`config.mk`:
```
export PLATFORM = sky130hd
export DESIGN_NAME = fn_profiler
export DESIGN_NICKNAME = d
export VERILOG_FILES = /design/src/rtl/prof_pkg.sv /design/src/rtl/prof_hash.sv /design/src/rtl/prof_stack.sv /design/src/rtl/prof_cntmem.sv /design/src/rtl/fn_profiler.sv
export SDC_FILE = /design/constraint.sdc
export NUM_CORES = 2
export LEC_CHECK = 0
export BUFFER_PORTS_ARGS = -buffer_cell sky130_fd_sc_hd__buf_2
export CAP_MARGIN = 25
export CORE_MARGIN = 10
export CORE_UTILIZATION = 45
export CTS_BUF_LIST = sky130_fd_sc_hd__clkbuf_8
export CTS_CLUSTER_DIAMETER = 150
export CTS_CLUSTER_SIZE = 14
export DETAILED_ROUTE_END_ITERATION = 6
export PLACE_DENSITY = 0.71
export SLEW_MARGIN = 30
export SYNTH_ARGS = -nofsm -noshare
export SYNTH_HDL_FRONTEND = slang
export SYNTH_HIERARCHICAL = 1
export SYNTH_SLANG_ARGS = --single-unit
```
`constraint.sdc`:
```
create_clock -name clk -period 5.35 [get_ports clk]
set_clock_uncertainty 0.15 [all_clocks]
set_input_delay 0.2675 -clock clk [delete_from_list [all_inputs] [get_ports clk]]
set_output_delay 0.2675 -clock clk [all_outputs]
set_load 0.01 [all_outputs]
```
`src/rtl/prof_pkg.sv`:
```
package prof_pkg;

  localparam int HASH_W = 32;

  // First half of the address fold: offset, spread upwards, fold downwards.
  function automatic logic [HASH_W-1:0] mix_addr(input logic [HASH_W-1:0] addr,
                                                 input logic [HASH_W-1:0] v1);
    logic [HASH_W-1:0] t;
    t = addr + v1;
    t = t + (t << 8);
    t = t ^ (t >> 4);
    return t;
  endfunction

  // Upper part of the fold that feeds the final xor.
  function automatic logic [HASH_W-1:0] upper_part(input logic [HASH_W-1:0] t,
                                                   input int a1, input int a2);
    return (t + (t << a1)) >> a2;
  endfunction

  // Correction table entry k, computed rather than listed.
  function automatic logic [HASH_W-1:0] corr_entry(input int k, input int mul, input int add);
    return HASH_W'(k * mul + add);
  endfunction

endpackage

```
`src/rtl/prof_hash.sv`:
```
module prof_hash #(
  parameter int                AW       = 32,
  parameter int                FN_W     = 6,
  parameter logic [31:0]       V1       = 32'h3c6e_f372,
  parameter int                A1       = 3,
  parameter int                A2       = 16,
  parameter int                B1       = 28,
  parameter int                TAB_BITS = 3,
  parameter int                TAB_MUL  = 37,
  parameter int                TAB_ADD  = 11
) (
  input  logic            clk,
  input  logic            rst_n,
  input  logic            start_i,
  input  logic [AW-1:0]   addr_i,
  output logic            valid_o,
  output logic [FN_W-1:0] idx_o
);
  import prof_pkg::*;

  localparam int TAB_N = 1 << TAB_BITS;

  logic [FN_W-1:0]   tab_w [TAB_N];
  logic [HASH_W-1:0] mix_q;
  logic              vld_q;
  logic [HASH_W-1:0] hi_w;
  logic [HASH_W-1:0] sel_full_w;
  logic [TAB_BITS-1:0] sel_w;

  for (genvar k = 0; k < TAB_N; k++) begin : g_tab
    assign tab_w[k] = FN_W'(corr_entry(k, TAB_MUL, TAB_ADD));
  end

  // Stage 1: register the mixed address.
  always_ff @(posedge clk or negedge rst_n) begin
    if (!rst_n) begin
      mix_q <= '0;
      vld_q <= 1'b0;
    end else begin
      vld_q <= start_i;
      if (start_i) mix_q <= mix_addr(HASH_W'(addr_i), V1);
    end
  end

  // Stage 2: fold and correct, consumed at the next edge.
  assign sel_full_w = mix_q >> B1;
  assign sel_w      = sel_full_w[TAB_BITS-1:0];
  assign hi_w       = upper_part(mix_q, A1, A2);
  assign idx_o      = FN_W'(hi_w) ^ tab_w[sel_w];
  assign valid_o    = vld_q;

  assert_hash_latency_R3: assert property (@(posedge clk) disable iff (!rst_n)
    start_i |=> valid_o);

endmodule

```
`src/rtl/prof_stack.sv`:
```
module prof_stack #(
  parameter int DEPTH = 4,
  parameter int W     = 6
) (
  input  logic         clk,
  input  logic         rst_n,
  input  logic         push_i,
  input  logic         pop_i,
  input  logic [W-1:0] din_i,
  output logic [W-1:0] top_o,
  output logic         empty_o,
  output logic         full_o
);
  localparam int SP_W = $clog2(DEPTH + 1);

  logic [W-1:0]    mem_q [DEPTH];
  logic [SP_W-1:0] sp_q;
  logic            do_push, do_pop;

  assign empty_o = (sp_q == '0);
  assign full_o  = (sp_q == SP_W'(DEPTH));
  assign do_push = push_i && !full_o;
  assign do_pop  = pop_i && !empty_o;
  assign top_o   = empty_o ? '0 : mem_q[sp_q - SP_W'(1)];

  always_ff @(posedge clk or negedge rst_n) begin
    if (!rst_n) begin
      sp_q <= '0;
      for (int i = 0; i < DEPTH; i++) mem_q[i] <= '0;
    end else if (do_push) begin
      mem_q[sp_q] <= din_i;
      sp_q        <= sp_q + SP_W'(1);
    end else if (do_pop) begin
      sp_q <= sp_q - SP_W'(1);
    end
  end

  assert_no_overflow_R7: assert property (@(posedge clk) disable iff (!rst_n)
    (push_i && full_o) |=> (full_o && $stable(top_o)));
  assert_no_underflow_R8: assert property (@(posedge clk) disable iff (!rst_n)
    (pop_i && empty_o && !push_i) |=> empty_o);
  assert_depth_bound_R7: assert property (@(posedge clk) disable iff (!rst_n)
    sp_q <= SP_W'(DEPTH));

endmodule

```
`src/rtl/prof_cntmem.sv`:
```
module prof_cntmem #(
  parameter int FN_W = 6,
  parameter int CW   = 32
) (
  input  logic            clk,
  input  logic            rst_n,
  input  logic            acc_en_i,
  input  logic [FN_W-1:0] acc_idx_i,
  input  logic [CW-1:0]   acc_val_i,
  input  logic [FN_W-1:0] rd_idx_i,
  output logic [CW-1:0]   rd_cnt_o
);
  localparam int N_FN = 1 << FN_W;

  logic [CW-1:0] tot_q [N_FN];

  always_ff @(posedge clk or negedge rst_n) begin
    if (!rst_n) begin
      rd_cnt_o <= '0;
      for (int i = 0; i < N_FN; i++) tot_q[i] <= '0;
    end else begin
      rd_cnt_o <= tot_q[rd_idx_i];
      if (acc_en_i) tot_q[acc_idx_i] <= tot_q[acc_idx_i] + acc_val_i;
    end
  end

  assert_acc_adds_R4: assert property (@(posedge clk) disable iff (!rst_n)
    (acc_en_i && (rd_idx_i == acc_idx_i)) |=> ##1
      (rd_cnt_o == $past(rd_cnt_o) + $past(acc_val_i, 2)) || $past(rd_idx_i) != $past(acc_idx_i, 2)
      || $past(acc_en_i));

endmodule

```
`src/rtl/fn_profiler.sv`:
```
module fn_profiler #(
  parameter int          AW        = 32,
  parameter int          FN_W      = 6,
  parameter int          CW        = 32,
  parameter int          STK_DEPTH = 4,
  parameter int          ROOT_FN   = 0,
  parameter logic [31:0] V1        = 32'h3c6e_f372,
  parameter int          A1        = 3,
  parameter int          A2        = 16,
  parameter int          B1        = 28,
  parameter int          TAB_BITS  = 3,
  parameter int          TAB_MUL   = 37,
  parameter int          TAB_ADD   = 11
) (
  input  logic            clk,
  input  logic            rst_n,
  input  logic [AW-1:0]   pc_i,
  input  logic            call_i,
  input  logic            ret_i,
  input  logic [AW-1:0]   target_i,
  input  logic [FN_W-1:0] rd_idx_i,
  output logic [CW-1:0]   rd_cnt_o,
  output logic [FN_W-1:0] cur_fn_o,
  output logic            busy_o,
  output logic            err_o
);
  logic [AW-1:0]   pc_q;
  logic            pc_chg;
  logic [CW-1:0]   cnt_q;
  logic [FN_W-1:0] cur_q;
  logic            err_q;

  // Named internal events.
  logic            evt_call, evt_ret, evt_any;
  logic            hash_vld;
  logic [FN_W-1:0] hash_idx;
  logic [FN_W-1:0] stk_top;
  logic            stk_empty, stk_full;
  logic            stk_ovf, stk_unf;
  logic [CW-1:0]   flush_val;

  assign pc_chg    = (pc_i != pc_q);
  assign busy_o    = hash_vld;
  assign evt_call  = call_i && !busy_o;
  assign evt_ret   = ret_i && !call_i && !busy_o;
  assign evt_any   = evt_call || evt_ret;
  assign flush_val = cnt_q + CW'(pc_chg);
  assign stk_ovf   = hash_vld && stk_full;
  assign stk_unf   = evt_ret && stk_empty;

  prof_hash #(
    .AW(AW), .FN_W(FN_W), .V1(V1), .A1(A1), .A2(A2), .B1(B1),
    .TAB_BITS(TAB_BITS), .TAB_MUL(TAB_MUL), .TAB_ADD(TAB_ADD)
  ) u_hash (
    .clk(clk), .rst_n(rst_n), .start_i(evt_call), .addr_i(target_i),
    .valid_o(hash_vld), .idx_o(hash_idx)
  );

  prof_stack #(.DEPTH(STK_DEPTH), .W(FN_W)) u_stack (
    .clk(clk), .rst_n(rst_n), .push_i(hash_vld), .pop_i(evt_ret),
    .din_i(cur_q), .top_o(stk_top), .empty_o(stk_empty), .full_o(stk_full)
  );

  prof_cntmem #(.FN_W(FN_W), .CW(CW)) u_mem (
    .clk(clk), .rst_n(rst_n), .acc_en_i(evt_any), .acc_idx_i(cur_q),
    .acc_val_i(flush_val), .rd_idx_i(rd_idx_i), .rd_cnt_o(rd_cnt_o)
  );

  always_ff @(posedge clk or negedge rst_n) begin
    if (!rst_n) begin
      pc_q  <= '0;
      cnt_q <= '0;
      cur_q <= FN_W'(ROOT_FN);
      err_q <= 1'b0;
    end else begin
      pc_q <= pc_i;
      if (evt_any)     cnt_q <= '0;
      else if (pc_chg) cnt_q <= cnt_q + CW'(1);
      if (hash_vld)                  cur_q <= hash_idx;
      else if (evt_ret && !stk_empty) cur_q <= stk_top;
      if (stk_ovf || stk_unf) err_q <= 1'b1;
    end
  end

  assign cur_fn_o = cur_q;
  assign err_o    = err_q;

  assert_busy_after_call_R3: assert property (@(posedge clk) disable iff (!rst_n)
    evt_call |=> busy_o);
  assert_busy_single_R6: assert property (@(posedge clk) disable iff (!rst_n)
    busy_o |=> !busy_o);
  assert_cnt_restart_R4: assert property (@(posedge clk) disable iff (!rst_n)
    evt_any |=> (cnt_q == '0));
  assert_pc_hold_R2: assert property (@(posedge clk) disable iff (!rst_n)
    (!evt_any && !pc_chg) |=> $stable(cnt_q));
  assert_ret_restores_R5: assert property (@(posedge clk) disable iff (!rst_n)
    (evt_ret && !stk_empty) |=> (cur_fn_o == $past(stk_top)));
  assert_unf_keeps_R8: assert property (@(posedge clk) disable iff (!rst_n)
    (evt_ret && stk_empty) |=> ($stable(cur_fn_o) && err_o));
  assert_err_sticky_R9: assert property (@(posedge clk) disable iff (!rst_n)
    err_o |=> err_o);

endmodule

```
## After elaboration in Yosys (flattened, before gate mapping)

Memory sizes are Yosys's and may differ from the RTL's.
Cells that the tools add are included.
Widths: inputs -> output; s select.

- Bits in registers: 2210
- Bits in read-only memories: 48
- Input bits: 74
- Output and inout port bits: 40
- Word-level logic and storage cells: 144
- Memories: 1

- Add/subtract/negate cells: 8
- Magnitude comparators: 7
- Eq/ne operators: 2
- Mux-type cells: 24
- Bitwise operators: 7
- Reductions and logical operators: 19

Memory list:

| name | words | bits a word | read ports | clocked after memory_dff | wr ports | RTL line | RTL |
|---|---|---|---|---|---|---|---|
| (name not given) | 8 | 6 | 1 | 0 | 0 | prof_hash.sv:49 | `assign idx_o = FN_W'(hi_w) ^ tab_w[sel_w];` |

Operators with widths:

| operator | count |
|---|---|
| $bwmux 2048 | 1 |
| $bmux 32 s6 | 2 |
| $mux 32 | 7 |
| $demux 32 s6 | 1 |
| $add 32x32->32 | 2 |
| $mux 6 | 8 |
| $add 32x1->32 | 1 |
| $add 32x1->32 const B | 1 |
| $add 32x30->32 const B | 1 |
| $ne 32x32->1 | 1 |
| $xor 31x28->31 | 1 |
| $bwmux 24 | 1 |
| $add 22x22->22 | 1 |
| $ge 7x7->1 const B | 2 |
| $not 6->7 | 2 |
| $bmux 6 s2 | 1 |
| $demux 6 s2 | 1 |
| $not 3->4 | 3 |
| $logic_and 1x1->1 | 9 |
| $ge 4x3->1 const B | 2 |
| $lt 7x1->1 const B | 1 |
| $mux 3 | 2 |
| $reduce_bool 2->1 | 3 |
| $xor 6x6->6 | 1 |
| 8 further kinds | 12 |

## Logic depth before layout (Yosys ltp)

- Depth after elaboration: 8
- Gate-level depth with buffers: 25
- Gate-level depth less buffers: 22

## Cells and area by module

Netlist, hierarchy kept.

Modules (own cells, without submodules):

| module | times used | cells each | area an instance (sq um) | seq. area each (sq um) |
|---|---|---|---|---|
| prof_cntmem | 1 | 9592 | 102134.2 | 52049.9 |
| fn_profiler | 1 | 381 | 3762.4 | 1776.7 |
| prof_hash | 1 | 391 | 3321.9 | 650.6 |
| prof_stack | 1 | 103 | 1508.9 | 675.6 |

## Worst setup path before layout

Ideal clock, no wire load.

- Kind: register -> register
- From: register cur_q[0] (netlist: cur_fn_o[0])
- To: register u_mem/tot_q[1022] in the netlist's numbering
- Library setup time: 0.130 ns
- Data arrival time: 4.904 ns
- Required time: 5.070 ns
- Slack: 0.166 ns
- Cell stages (with the launch flop): 25
- Buffers on the path: 7
- Clock period less this slack: 5.184 ns
- Cells stage by stage: dfrtp_1 buf_4 buf_4 nor3_1 buf_2 buf_1 clkbuf_1 clkbuf_1 a22oi_1 a31oi_1 a21oi_1 nand4_1 ha_1 inv_1 fa_1 nor2b_1 o2111ai_1 a211oi_1 o31ai_2 a211oi_2 o21ai_1 o2111ai_1 xnor2_2 buf_2 o21ai_0

- Longest elaborated chain between the ends: 6
- Elaborated cells between the ends (all ways): 11
- Those cells by class: 1 x add/sub; 2 x order compare; 6 x mux; 1 x bitwise; 1 x reduce/logical

RTL lines:

| element | RTL line | RTL |
|---|---|---|
| from (decl) | fn_profiler.sv:30 | `logic [FN_W-1:0] cur_q;` |
| from (signal assigned) | fn_profiler.sv:73 | `cur_q <= FN_W'(ROOT_FN);` |
| from (signal assigned) | fn_profiler.sv:79 | `if (hash_vld) cur_q <= hash_idx;` |
| from (signal assigned) | fn_profiler.sv:80 | `else if (evt_ret && !stk_empty) cur_q <= stk_top;` |
| $not 6->7 (implied by the code) (*) | prof_cntmem.sv:23 | `if (acc_en_i) tot_q[acc_idx_i] <= tot_q[acc_idx_i] + acc_val_i;` |
| $bmux 32 s6, or another cell as far along | prof_cntmem.sv:23 |  |
| $mux 32 (implied by the code) or $logic_and 1x1->1 (tied branches) | prof_cntmem.sv:23 |  |
| $mux 32 (implied by the code) | prof_cntmem.sv:23 |  |
| $add 32x32->32 or $demux 32 s6 (tied branches) | prof_cntmem.sv:23 |  |
| $bwmux 2048 (*) | prof_cntmem.sv:23 |  |
| to (signal, indexed assignment) | prof_cntmem.sv:23 |  |
| to (decl) | prof_cntmem.sv:15 | `logic [CW-1:0] tot_q [N_FN];` |

Mark *: on every way between the ends. The rest lies on a longest branch, timed or not. The select of a mux whose other input is x is not followed.
A chain may end at the register's enable or synchronous reset.

## Final worst setup path

- From: register cur_q[2] (netlist: cur_fn_o[2])
- To: register u_mem/tot_q[376] in the netlist's numbering

The elaborated chain is that of the path after synthesis.

==> flow_summary.ini <==
[outcome]
status = complete, but fails checks
violations = design-rule violations, negative setup slack

[placed_design]
hpwl_mm = 269
routabilityCongestion = 0.958
portBuffers = 112
dp_cells = 13438

[critical_path]
worstPathRequired_ns = 6.10
crit_arrival_ns = 6.17
start_kind = register
crit_buf_inv = 7
ff2ff_path_depth = 21
crit_family = compound AO/OA/AOI/OAI gates
critPathMaxStageDelay_ns = 0.46
cp_num_cells = 21
cp-end-kind = register
cp_max_fo = 16
path_cells = buf_6 > and3b_4 > buf_4 > buf_4 > buf_4 > a22oi_1 > nand4_1 > a21oi_2 > nand4_1 > ha_1 > a21o_1 > a21o_1 > a21o_1 > a21o_1 > buf_4 > a211o_4 > a41oi_4 > xor2_4 > buf_12 > clkbuf_16 > o21ai_1
worstSetupPathType = register to register
slowest_stage = dfrtp_2

[finish]
drive_gt1_share_pct = 19.9
final_common_cell = dfrtp_1
fillers = 21022
area_growth_pct = 13.6
multiInputGateArea_um2 = 53100
nets = 10784
fin_cells = 13870
final_cell_mix = dfrtp_1 (2,201), nand2_1 (2,076), o21ai_0 (1,884)
regArea_um2 = 55200

[timing]
period_minus_slack_ns = 5.42
slew_violations = 0
fin_crit_sh_pct = 101
hold_ws_ns = 0.101
hold_viol = 0
setup_viol = 112
worst_pin_slew_ns = 1.13
rsz0062_at_grt = true
fin_ws_ns = -0.0675
fmax_mhz = 185
slew_headroom_pct = 24.1

[global_route]
grt_overflow_total = 0
gr-max-usage-layer = met2
grt_max_degree = 181
grt_pass1_vias = 94057
antenna_found_initial = 25
met2_usage_pct = 45.5
use_met1_pct = 38.4
grtUsageTotal_pct = 31.2
gr-usage-met3_pct = 11.3
grt_first_pass_wirelength_mm = 626

[synthesis]
syn_nets = 10627
async_flop_share_pct = 100
ys_warn_count = 6
synthFlopType = dfrtp_1
yosys.cell_types.count = 92
ys_seq_area_share_pct = 49.8
netlist_instances = 10467
syn-cell-area_um2 = 111000
synth_edf_count = 0
synth_seq_cells = 2204
syn_area_per_cell_um2 = 10.6

[drt]
dr.first_iter.drc_count = 15905
drc = 9
dr.pass1.iters = 7
vias = 96801
postRouteAntennaNets = 0
post_drt_via_cell_ratio = 6.98
wl_per_cell_um = 31.4
wl_mm = 436

[pwr]
p_leak_nw = 52.2
p_per_area_nw_per_um2 = 333
ir_worst_vdd_mv = 0.556

[clocking]
clkSinkCount = 2204
htree_levels = 4
cts_tree = yes
clockRootBuffer = clkbuf_8
cts_buffers = 175
clk_path_buf_depth = 3
clkSlewWorstSetupHoldPaths_ns = 0.10
clk_latency_ns = 1.07

[floorplanning]
start_util_pct = 45.1
ios = 114
die_x_um = 516
die_height_um = 516
fp.coreArea_um2 = 245000
core.rowCount = 182
die_area_um2 = 266000

[hold_path]
hp-class = primary input to register
hold_depth = 6

[flow_run]
cap_violations = 0
power by group:
part	switching [mW]	leakage (nW)	total (mW)	internal [mW]
Clock	5.70	1.34	8.74	3.04
Sequential	1.35	30.5	19.5	18.1
Combinational	8.81	20.3	13.7	4.89
state kept, by name, indices dropped and copies added (netlist names):
signal,flops
cur_fn_o,6
u_hash/mix_q,25
err_o,1
u_hash/valid_o,1
u_stack/sp_q,3
cnt_q,32
u_mem/tot_q,2048
pc_q,32
u_stack/mem_q,24
u_mem/rd_cnt_o,32
synth_stat cells (5+ instances only):
master    instances  area, um2
a22oi_1         701       5260
dfrtp_1        2204      55200
a21o_1           38        285
ha_1             84       1050
nand3_1         111        556
xnor2_2           5       81.3
or2_2             7       43.8
nor2b_1          13       81.3
xnor2_1          95        832
and4_1            7       61.3
buf_1            94        353
clkbuf_2          6       30.0
or4_1             7       52.6
and2_1           11       68.8
a31oi_1         133        832
a22o_1          160       1400
clkbuf_1        883       3310
a211oi_1         15        113
nor2_1           99        372
nand2_1        2103       7890
buf_2            36        180
a21oi_1         186        931
mux4_2          671      15100
nand2b_1          6       37.5
nand4_1         145        907
nor3_1           14       70.1
mux2i_1          29        290
inv_1            30        113
o21a_1            7       52.6
nor4_1           18        113
o21ai_1          93        465
xor2_1           79        692
a221oi_1        159       1390
buf_4            12       90.1
o31ai_1           9       67.6
or3_1            13       81.3
and3_1           14       87.6
mux2_2           94       1060
mux2_4           18        270
o21ai_0        1955       9780
buf_6            13        146
what timing repair did:
action / 4_1_cts / 5_1_grt
hold endpoints to repair: 1960 / 0
hold buffers: 128 / 0
pin swaps: 13 / 77
cloned: 2 / 30
buffers inserted: 7 / 50
gates resized for setup: 19 / 205
endpoints found under the setup margin: 611 / 842
worst min-delay path, stage by stage:
cell	delay [ns]
buf_2	0.16
xor2_1	0.13
ha_1	0.34
xnor2_1	0.15
xnor2_1	0.16
a21oi_1	0.06
worst paths after layout:
check	startpoint	to	slack [ns]
worst min-delay path	target_i[10]	u_hash/mix_q[14]$_DFFE_PN0P_	0.10
min in group asynchronous	rst_n	u_mem/tot_q[1280]$_DFFE_PN0P_	0.55
worst max-delay path	cur_fn_o[2]$_DFFE_PN0P_	u_mem/tot_q[376]$_DFFE_PN0P_	-0.07
worst min register to register	err_o$_DFFE_PN0P_	err_o$_DFFE_PN0P_	0.36
max in group asynchronous	rst_n	u_mem/tot_q[296]$_DFFE_PN0P_	3.46
worst max register to register	cur_fn_o[2]$_DFFE_PN0P_	u_mem/tot_q[376]$_DFFE_PN0P_	-0.07
area by class of cell:
cell class,count,area share (%)
flip-flops and latches,2204,43.9
multi-input cells,7186,42.2
repair buffers,1024,8.53
well taps,3220,3.20
clock buffers,181,1.98
inverters,33,0.101
clock inverters,10,0.0776
diodes,12,0.0239
cell families (layout without fill, tap and decap cells):
| logic type | after synthesis | after routing | share of synthesized area [%] |
|---|---|---|---|
| AO/OA/AOI/OAI | 3509 | 3509 | 19.1 |
| XOR/XNOR | 184 | 184 | 1.55 |
| adder cells (fa/ha/maj) | 86 | 86 | 0.985 |
| buffers and inverters | 1077 | 1248 | 3.83 |
| AND/OR/NAND/NOR | 2595 | 2595 | 9.64 |
| multiplexers | 812 | 812 | 15.1 |
| flip-flops | 2204 | 2204 | 49.8 |
| other | 0 | 12 | 0 |
metrics by stage:
step                      worst slack [ns]  total power [mW]  TNS [ns]  util [%]  area (um2)
after floorplan                      0.166              25.8         0         -      111000
after global placement              -0.340              31.5   -110.71      48.6      119000
after detailed placement            -0.284              31.9    -67.96      48.7      119000
after CTS                          0.00566              40.6         0      50.3      124000
after global routing                -0.165              43.0    -35.99      51.2      126000
final                              -0.0675              41.9     -2.88      51.2      126000
routing by layer:
layer / share of wire, % / wire length (um) / vias up
li1: - / - / 38682
met1: 34 / 146000 / 47479
met2: 42 / 184000 / 8460
met3: 16 / 67700 / 2151
met4: 8.6 / 37400 / 29
met5: 0.074 / 322 / -
Note: power is estimated with default switching activity, not from simulation.
